$ cat src/rtl/lin_rx_pkg.sv
package lin_rx_pkg;

  typedef enum logic [2:0] {
    ST_IDLE,
    ST_START,
    ST_DATA,
    ST_STOP,
    ST_WAIT_HIGH
  } rx_state_e;

  // Majority of three line samples.
  function automatic logic maj3(input logic a, input logic b, input logic c);
    return (a & b) | (a & c) | (b & c);
  endfunction

  // Bit times in one whole character: start, data, stop.
  function automatic int unsigned char_bits(input logic nine);
    return nine ? 11 : 10;
  endfunction

  // Consecutive low bit times that make up a break.
  function automatic int unsigned brk_bits(input logic nine, input logic lng);
    return char_bits(nine) + (lng ? 1 : 0);
  endfunction

endpackage

$ cat src/rtl/lin_rx_front.sv
module lin_rx_front #(
  parameter int SYNC_STAGES = 2
) (
  input  logic clk,
  input  logic rst_n,
  input  logic rxd,
  input  logic inv_en,
  output logic line
);
  logic [SYNC_STAGES-1:0] sync_q;

  // Inversion sits ahead of the synchroniser, so every later stage sees the
  // corrected level.
  always_ff @(posedge clk or negedge rst_n) begin
    if (!rst_n) sync_q <= '1;
    else        sync_q <= {sync_q[SYNC_STAGES-2:0], rxd ^ inv_en};
  end

  assign line = sync_q[SYNC_STAGES-1];
endmodule

$ cat src/rtl/lin_rx_levelmon.sv
module lin_rx_levelmon
  import lin_rx_pkg::*;
#(
  parameter int OVS = 16
) (
  input  logic clk,
  input  logic rst_n,
  input  logic tick,
  input  logic line,
  input  logic nine_bit,
  input  logic long_brk,
  output logic brk_evt,
  output logic idle_evt
);
  localparam int CW = $clog2(13 * OVS + 1);

  logic [CW-1:0] low_run, high_run, brk_lim, idle_lim;

  assign brk_lim  = CW'(brk_bits(nine_bit, long_brk) * OVS);
  assign idle_lim = CW'(char_bits(nine_bit) * OVS);

  // Each event fires once, on the tick that brings a run to its limit.
  assign brk_evt  = tick && !line && (low_run  == brk_lim  - 1'b1);
  assign idle_evt = tick &&  line && (high_run == idle_lim - 1'b1);

  always_ff @(posedge clk or negedge rst_n) begin
    if (!rst_n) begin
      low_run  <= '0;
      high_run <= '0;
    end else if (tick) begin
      if (line) begin
        low_run <= '0;
        if (high_run != '1) high_run <= high_run + 1'b1;
      end else begin
        high_run <= '0;
        if (low_run != '1) low_run <= low_run + 1'b1;
      end
    end
  end
endmodule

$ cat src/rtl/lin_rx_frame.sv
module lin_rx_frame
  import lin_rx_pkg::*;
#(
  parameter int OVS = 16
) (
  input  logic      clk,
  input  logic      rst_n,
  input  logic      tick,
  input  logic      line,
  input  logic      nine_bit,
  input  logic      abort,
  output logic      start_ok,
  output logic      char_done,
  output logic      stop_ok,
  output logic [8:0] shreg,
  output rx_state_e state_o
);
  localparam int SW = $clog2(OVS);
  localparam logic [SW-1:0] V0   = SW'(OVS / 2 - 1);
  localparam logic [SW-1:0] V1   = SW'(OVS / 2);
  localparam logic [SW-1:0] V2   = SW'(OVS / 2 + 1);
  localparam logic [SW-1:0] LAST = SW'(OVS - 1);

  rx_state_e     state;
  logic [SW-1:0] smp;
  logic [3:0]    bit_idx;
  logic [1:0]    votes;
  logic          vote_now, bit_val;
  logic [3:0]    last_idx;

  assign last_idx  = nine_bit ? 4'd8 : 4'd7;
  assign vote_now  = tick && (smp == V2) &&
                     (state == ST_START || state == ST_DATA || state == ST_STOP);
  assign bit_val   = maj3(votes[0], votes[1], line);
  assign start_ok  = vote_now && (state == ST_START) && !bit_val && !abort;
  assign char_done = vote_now && (state == ST_STOP) && !abort;
  assign stop_ok   = bit_val;
  assign state_o   = state;

  always_ff @(posedge clk or negedge rst_n) begin
    if (!rst_n) begin
      state   <= ST_IDLE;
      smp     <= '0;
      bit_idx <= '0;
      votes   <= '0;
      shreg   <= '0;
    end else if (abort) begin
      state <= ST_WAIT_HIGH;
    end else if (tick) begin
      case (state)
        ST_IDLE: begin
          if (!line) begin
            state <= ST_START;
            smp   <= SW'(1);
          end
        end
        ST_WAIT_HIGH: begin
          if (line) state <= ST_IDLE;
        end
        default: begin
          smp <= (smp == LAST) ? '0 : smp + 1'b1;
          if (smp == V0) votes[0] <= line;
          if (smp == V1) votes[1] <= line;
          if (smp == V2) begin
            case (state)
              ST_START: begin
                if (bit_val) state <= ST_IDLE;
                else begin
                  bit_idx <= '0;
                  shreg   <= '0;
                end
              end
              ST_DATA: shreg[bit_idx] <= bit_val;
              default: state <= ST_IDLE;
            endcase
          end
          if (smp == LAST) begin
            if (state == ST_START) state <= ST_DATA;
            else if (state == ST_DATA) begin
              if (bit_idx == last_idx) state <= ST_STOP;
              else bit_idx <= bit_idx + 4'd1;
            end
          end
        end
      endcase
    end
  end
endmodule

$ cat src/rtl/lin_uart_rx.sv
module lin_uart_rx
  import lin_rx_pkg::*;
#(
  parameter int OVS         = 16,
  parameter int SYNC_STAGES = 2
) (
  input  logic       clk,
  input  logic       rst_n,
  input  logic       sample_tick,
  input  logic       rxd,
  input  logic       nine_bit,
  input  logic       long_brk,
  input  logic       inv_en,
  input  logic       clr_strobe,
  output logic [7:0] rx_byte,
  output logic       rx_bit9,
  output logic       data_full,
  output logic       frame_err,
  output logic       overrun,
  output logic       brk_det,
  output logic       rx_active
);
  logic       line, brk_evt, idle_evt, start_ok, char_done, stop_ok;
  logic [8:0] shreg;
  rx_state_e  frame_state;

  lin_rx_front #(.SYNC_STAGES(SYNC_STAGES)) u_front (
    .clk(clk), .rst_n(rst_n), .rxd(rxd), .inv_en(inv_en), .line(line)
  );

  lin_rx_levelmon #(.OVS(OVS)) u_mon (
    .clk(clk), .rst_n(rst_n), .tick(sample_tick), .line(line),
    .nine_bit(nine_bit), .long_brk(long_brk),
    .brk_evt(brk_evt), .idle_evt(idle_evt)
  );

  lin_rx_frame #(.OVS(OVS)) u_frame (
    .clk(clk), .rst_n(rst_n), .tick(sample_tick), .line(line),
    .nine_bit(nine_bit), .abort(brk_evt),
    .start_ok(start_ok), .char_done(char_done), .stop_ok(stop_ok),
    .shreg(shreg), .state_o(frame_state)
  );

  // Holding register and flags; a new setting wins over a clear in the same cycle.
  always_ff @(posedge clk or negedge rst_n) begin
    if (!rst_n) begin
      rx_byte   <= '0;
      rx_bit9   <= 1'b0;
      data_full <= 1'b0;
      frame_err <= 1'b0;
      overrun   <= 1'b0;
      brk_det   <= 1'b0;
      rx_active <= 1'b0;
    end else begin
      if (clr_strobe) begin
        data_full <= 1'b0;
        frame_err <= 1'b0;
        overrun   <= 1'b0;
        brk_det   <= 1'b0;
      end
      if (char_done && !long_brk) begin
        if (data_full) overrun <= 1'b1;
        else begin
          rx_byte   <= shreg[7:0];
          rx_bit9   <= nine_bit & shreg[8];
          data_full <= 1'b1;
          frame_err <= !stop_ok;
        end
      end
      if (brk_evt) brk_det <= 1'b1;
      if (start_ok)      rx_active <= 1'b1;
      else if (idle_evt) rx_active <= 1'b0;
    end
  end
endmodule

$ cat config.mk
export PLATFORM = sky130hd
export DESIGN_NAME = lin_uart_rx
export DESIGN_NICKNAME = d
export VERILOG_FILES = /design/src/rtl/lin_rx_pkg.sv /design/src/rtl/lin_rx_front.sv /design/src/rtl/lin_rx_levelmon.sv /design/src/rtl/lin_rx_frame.sv /design/src/rtl/lin_uart_rx.sv
export SDC_FILE = /design/constraint.sdc
export NUM_CORES = 1
export LEC_CHECK = 0
export BUFFER_PORTS_ARGS = -buffer_cell sky130_fd_sc_hd__buf_2
export CAP_MARGIN = 15
export CORE_ASPECT_RATIO = 0.9
export CORE_MARGIN = 2
export CORE_UTILIZATION = 60
export CTS_CLUSTER_SIZE = 8
export DETAILED_ROUTE_END_ITERATION = 7
export PLACE_DENSITY = 0.84
export SLEW_MARGIN = 20
export SYNTH_ARGS = -nofsm -noshare
export SYNTH_HDL_FRONTEND = slang
export SYNTH_SLANG_ARGS = --single-unit
$ cat constraint.sdc
create_clock -name clk -period 4.6 [get_ports clk]
set_clock_uncertainty 0.2 [all_clocks]
set_input_delay 0.46 -clock clk [delete_from_list [all_inputs] [get_ports clk]]
set_output_delay 0.46 -clock clk [all_outputs]
set_load 0.1 [all_outputs]
# == Yosys cells after proc, flatten, opt, wreduce, memory -nomap -nowiden ==
# Index checks and enable logic that the tools add are counted.
# totals
output_inout_bits,14
regBits,54
wordCells,136
input_bits,8
# op_classes
bitwise_logic,11
muxes,47
n_eq_ne,18
n_reduce_logical,35
n_addsub,7
order_cmp,2
# ops
cell,n
2-to-1 mux 4 bit,10
2-to-1 mux 8 bit,4
2-to-1 mux 3 bit,10
one-hot mux 9 bit (2 select lines),1
"adder 8 x 1 -> 8 bit, second input constant",2
== test 8 bit,2
2-to-1 mux 1 bit,16
"inequality test 8 bit, second input constant",2
"subtractor 8 x 1 -> 8 bit, second input constant",2
logical AND 1 bit,13
"== test 4 bit, second input constant",3
one-hot mux 3 bit (2 select lines),2
AND reduction 4 bit,3
nonzero test 2 bit,5
bitwise mux 9 bit,1
2-to-1 mux 9 bit,1
"adder 4 x 1 -> 4 bit, second input constant",2
one-hot mux 4 bit (2 select lines),1
"== test 3 x 2 -> 1 bit, second input constant",2
"inequality test 3 x 2 -> 1 bit, second input constant",2
AND reduction 2 bit,3
AND reduction 3 bit,2
AND reduction 6 bit,1
"< comparator 4 x 5 -> 1 bit, second input constant",1
other kinds (17),29

# == Depth between registers and ports, before layout ==
# depth
word_depth,13
mapped_depth,8
mapped_depth_nobuf,7

# == Hierarchy ==
# From an unflattened synthesis, not the netlist that was laid out.
# hier_totals
cells_unflattened,303
area_unflattened_um2,3057.9
# by_module_without_submodules
mod,instances,area_each_um2,cells_each,seq_area_each_um2
lin_rx_frame,1,1433.9,151,550.5
lin_rx_levelmon,1,1019.7,113,400.4
lin_uart_rx,1,543.0,36,350.3
lin_rx_front,1,61.3,3,52.6

# == Worst setup path after synthesis ==
# No wires, ideal clock.
# synth_path
path_kind,input -> register
from,input port nine_bit
to,register rx_byte[0]
n_path_buf,1
setup_time_ns,0.126
t_required_ns,4.274
slack_ns,2.274
arrival_ns,2.000
stages,8
cell_sequence,inv_1 -> ha_1 -> nand2_1 -> xnor2_1 -> nor3_2 -> nor4b_2 -> buf_6 -> mux2_4
# synth_via
elab_chain_len,9
# synth_rtl
item,line,text
start: declaration,lin_uart_rx.sv:11,"input logic nine_bit,"
2-to-1 mux 1 bit,lin_rx_pkg.sv:18,return nine ? 11 : 10;
adder 4 bit,lin_rx_pkg.sv:23,return char_bits(nine) + (lng ? 1 : 0);
subtractor 8 x 1 -> 8 bit,lin_rx_levelmon.sv:23,assign brk_evt = tick && !line && (low_run == brk_lim - 1'b1);
== test 8 bit,lin_rx_levelmon.sv:23,
logical AND 1 bit,lin_rx_levelmon.sv:23,
logical NOT 1 bit,lin_rx_frame.sv:36,assign char_done = vote_now && (state == ST_STOP) && !abort;
logical AND 1 bit,lin_rx_frame.sv:36,
logical AND 1 bit,lin_uart_rx.sv:61,if (char_done && !long_brk) begin
AND reduction 2 bit (no source line),n/a,
end signal: assignment,lin_uart_rx.sv:64,rx_byte <= shreg[7:0];
end: declaration,lin_uart_rx.sv:15,"output logic [7:0] rx_byte,"
# Every way passes these cells.
# A chain may end at the register's enable or synchronous reset.

# == Worst setup path in the final report ==
# layout_path
from,register u_front.sync_q[1]
to,register rx_byte[7]
# layout_via
elab_chain_len,7
# layout_rtl
item,line,text
start: declaration,lin_rx_front.sv:10,logic [SYNC_STAGES-1:0] sync_q;
start signal: assignment,lin_rx_front.sv:16,"else sync_q <= {sync_q[SYNC_STAGES-2:0], rxd ^ inv_en};"
logical NOT 1 bit,n/a,
logical AND 1 bit (2 in a row),lin_rx_levelmon.sv:23,
logical NOT 1 bit,lin_rx_frame.sv:36,
logical AND 1 bit,lin_rx_frame.sv:36,
logical AND 1 bit,lin_uart_rx.sv:61,
AND reduction 2 bit (no source line),n/a,
# Every way passes these cells.

==> flow_summary_export.csv <==
group,metric,value,unit
drt,antenna_left,0,
drt,wl_per_cell,16.0,um
synthesis,ys.flop_type,"dfrtp_1",
place,hpwl,4.14,mm
global_routing,gr-total-overflow,0,
cts,post_cts_resized,0,
drt,vias_per_cell,6.18,
global_routing,first_global_vias,2172,
floorplanning,die_height,71.1,um
timing,setup_viol,0,
place,place_inst,362,
global_routing,antenna_found_initial,0,
synthesis,synth_top_family_by_area,"compound AO/OA/AOI/OAI gates",
timing,period_minus_slack,2.50,ns
floorplanning,start_util,62.1,%
synthesis,synth_simple_gate_area_share,16.8,%
cts,post-cts-setup-buffers,0,
finish,finalNetCount,323,
run,cap_violations,0,
drt,routed_wl,5.92,mm
synthesis,synthArstFlopShare,100,%
finish,layout_commonest_cell,"dfrtp_1",
finish,drive_above_1_share,18.4,%
worst_setup_path,cp_common_cell,"buf_4",
cts,h-tree-depth,2,
cts,tritoncts,"done",
worst_setup_path,path_class,"flop to flop",
worst_setup_path,path_cells,"nor2b_1 > nand3_1 > nor3_2 > buf_4 > nor4b_2 > buf_4 > mux2_2",
global_routing,grt_max_degree,55,
synthesis,synth_compound_area_share,18.5,%
global_routing,grt_pass1_wl,10.2,mm
hold_path,min_path_type,"input pin to asynchronous set/reset pin",
synthesis,ys_warn_count,0,
floorplanning,ioPinCount,22,
floorplanning,dieWidth,78.6,um
synthesis,synthDistinctLibCells,61,
power_and_ir_drop,cellPowerDensity,406,mW/mm^2
worst_setup_path,endpoint_kind,"flop",
timing,tns,0,ns
timing,fin_crit_sh,54.4,%
worst_setup_path,rrSetupSlack,2.10,ns
cts,cts_sinks,54,
worst_setup_path,cp_data_arrival_time,2.50,ns
timing,rsz0062_at_grt,"no",
timing,relSlewSlack,40.5,%
synthesis,synth_mux_area_share,6.42,%
worst_setup_path,slowest_stage,"dfstp_2",
place,gp_congestion,0.901,
synthesis,synth.ff_latch_count,54,
synthesis,syn_inst,288,
cts,cts.path.max_buffers,2,
synthesis,syn_area_per_cell,10.4,um^2
worst_setup_path,critPathMaxStageDelay,0.75,ns
status,status,"complete, no violations",
place,io_buffers,21,
cts,cts_buffers,5,
drt,vias,2282,
cts,clk_pin_slew,0.09,ns
floorplanning,dieArea,0.00559,mm^2
drt,drc,0,
finish,diodes,0,
cts,clk_latency,0.31,ns
finish,syn_to_final_growth,6.71,%
worst_setup_path,required,4.60,ns
timing,tightest_slew,0.885,ns
synthesis,syn-num-nets,307,
floorplanning,rows,24,
finish,fill_cells,394,
timing,slew_viol_final,0,
worst_setup_path,critPathLaunchType,"flop",
global_routing,grt_usage,23.0,%
cts,root_buffer,"clkbuf_8",
synthesis,synth_fa_ha_area_share,4.96,%
timing,finalHoldViolCount,0,
worst_setup_path,path_max_fanout,20,
drt,drt_iter0_drc,225,
drt,drtPass1Iterations,5,
synthesis,synthXorXnorAreaFrac,3.50,%
power_and_ir_drop,irDropWorstVdd,280,uV
floorplanning,coreArea,0.00483,mm^2
finish,most-common-layout-cells,"dfrtp_1 (52), buf_2 (21), nand2_1 (20)",
cts,cts_hold_buf,0,
power_and_ir_drop,leakage,1.53,nW
synthesis,seq_area_frac_synth,45.1,%
synthesis,synth_area,0.00300,mm^2
finish,final_cells,369,
timing,clock.fmax,0.400,GHz
synthesis,synth_edf_count,0,
[kinds of logic (layout without fill, tap and decap cells)]
| logic type | after synthesis | in the layout |
|---|---|---|
| AO/OA/AOI/OAI | 76 | 76 |
| XOR/XNOR | 12 | 12 |
| adder cells (fa/ha/maj) | 12 | 12 |
| buffers and inverters | 29 | 45 |
| flip-flops | 54 | 54 |
| multiplexers | 15 | 15 |
| AND/OR/NAND/NOR | 90 | 90 |
[per-layer routing]
| metal | share of wire (%) | GRT usage, % | routed length, um | up-vias |
|---|---|---|---|---|
| li1 | - | - | - | 1091 |
| met1 | 47 | 33.9 | 2790 | 1104 |
| met2 | 46 | 34.4 | 2730 | 78 |
| met3 | 5.1 | 3.83 | 300 | 9 |
| met4 | 1.6 | 8.77 | 97 | 0 |
| met5 | 0 | 0 | 0 | - |
[worst paths after layout]
| check | from | endpoint | cells past startpoint |
|---|---|---|---|
| hold / removal | rst_n | rx_byte[2] | 2 |
| hold reg to reg | u_front.sync_q[0] | u_front.sync_q[1] | 0 |
| setup / recovery | u_front.sync_q[1] | rx_byte[7] | 7 |
| min in group clk | rxd | u_front.sync_q[0] | 2 |
| setup reg to reg | u_front.sync_q[1] | rx_byte[7] | 7 |
| max in group asynchronous | rst_n | u_frame.state_o[1] | 2 |
[cell usage after synthesis, drive strengths merged (2+ instances only)]
| cell | number | area (um^2) |
|---|---|---|
| xor2 | 7 | 61.3 |
| inv | 14 | 52.6 |
| o41a | 8 | 90.1 |
| nand2 | 20 | 75.1 |
| nor4 | 3 | 18.8 |
| a41o | 4 | 40.0 |
| dfrtp | 52 | 1300 |
| or3 | 3 | 23.8 |
| nand2b | 3 | 18.8 |
| xnor2 | 5 | 43.8 |
| and3 | 7 | 45.1 |
| o41ai | 3 | 26.3 |
| mux2 | 13 | 173 |
| mux2i | 2 | 20.0 |
| o211ai | 2 | 15.0 |
| a31o | 4 | 35.0 |
| a21o | 4 | 31.3 |
| nor2 | 19 | 73.8 |
| and4 | 3 | 26.3 |
| o21a | 3 | 22.5 |
| buf | 13 | 80.1 |
| a21oi | 18 | 90.1 |
| nand3 | 8 | 40.0 |
| a41oi | 2 | 17.5 |
| ha | 11 | 138 |
| nor2b | 3 | 18.8 |
| nand4 | 7 | 43.8 |
| nand4b | 2 | 17.5 |
| clkbuf | 2 | 7.51 |
| o21ai | 15 | 75.1 |
| a32o | 2 | 20.0 |
| nor3 | 6 | 35.0 |
| dfstp | 2 | 52.6 |
[cell type report]
type | count | area [um^2] | share of cell area, %
Clock buffer | 6 | 72.6 | 2.27
Clock inverter | 1 | 7.51 | 0.234
Inverter | 14 | 52.6 | 1.64
Multi-Input combinational cell | 205 | 1510 | 47.1
Sequential cell | 54 | 1350 | 42.3
Tap cell | 65 | 81.3 | 2.54
Timing Repair Buffer | 24 | 128 | 3.98
[registers in the layout (all words and copies together), names as in the netlist, 2 cells and up]
signal and cells:
u_mon.low_run 8, u_frame.bit_idx 4, rx_byte 8, u_mon.high_run 8, u_frame.state_o 3, u_frame.shreg 9, u_frame.votes 2, u_frame.smp 4
u_front.sync_q 2
[critical path: cells and delay by family (launching register included)]
| family | cells | cell delay, ns |
|---|---|---|
| buf+inv | 2 | 0.46 |
| flops | 1 | 0.75 |
| mux | 1 | 0.35 |
| simple gates | 4 | 0.62 |
[per-stage QoR]
step | total power (W) | instance area [um^2] | util (%) | setup slack (ns) | hold slack [ns]
2_1_floorplan | 0.000957 | 3000 | - | 2.27 | -0.0356
3_3_place_gp | 0.00103 | 3120 | 64.6 | 1.89 | 0.145
3_5_place_dp | 0.00105 | 3120 | 64.6 | 1.80 | 0.154
4_1_cts | 0.00130 | 3200 | 66.3 | 2.09 | 0.0818
5_1_grt | 0.00138 | 3200 | 66.3 | 1.93 | 0.0869
6_report | 0.00130 | 3200 | 66.3 | 2.10 | 0.0577
[report_power, final]
group | switching (W) | internal (W)
logic | 0.000276 | 0.000148
clock network | 0.000149 | 0.000105
registers | 0.0000846 | 0.000539
total | 0.000510 | 0.000791
Power figures use the tool's default switching activity.
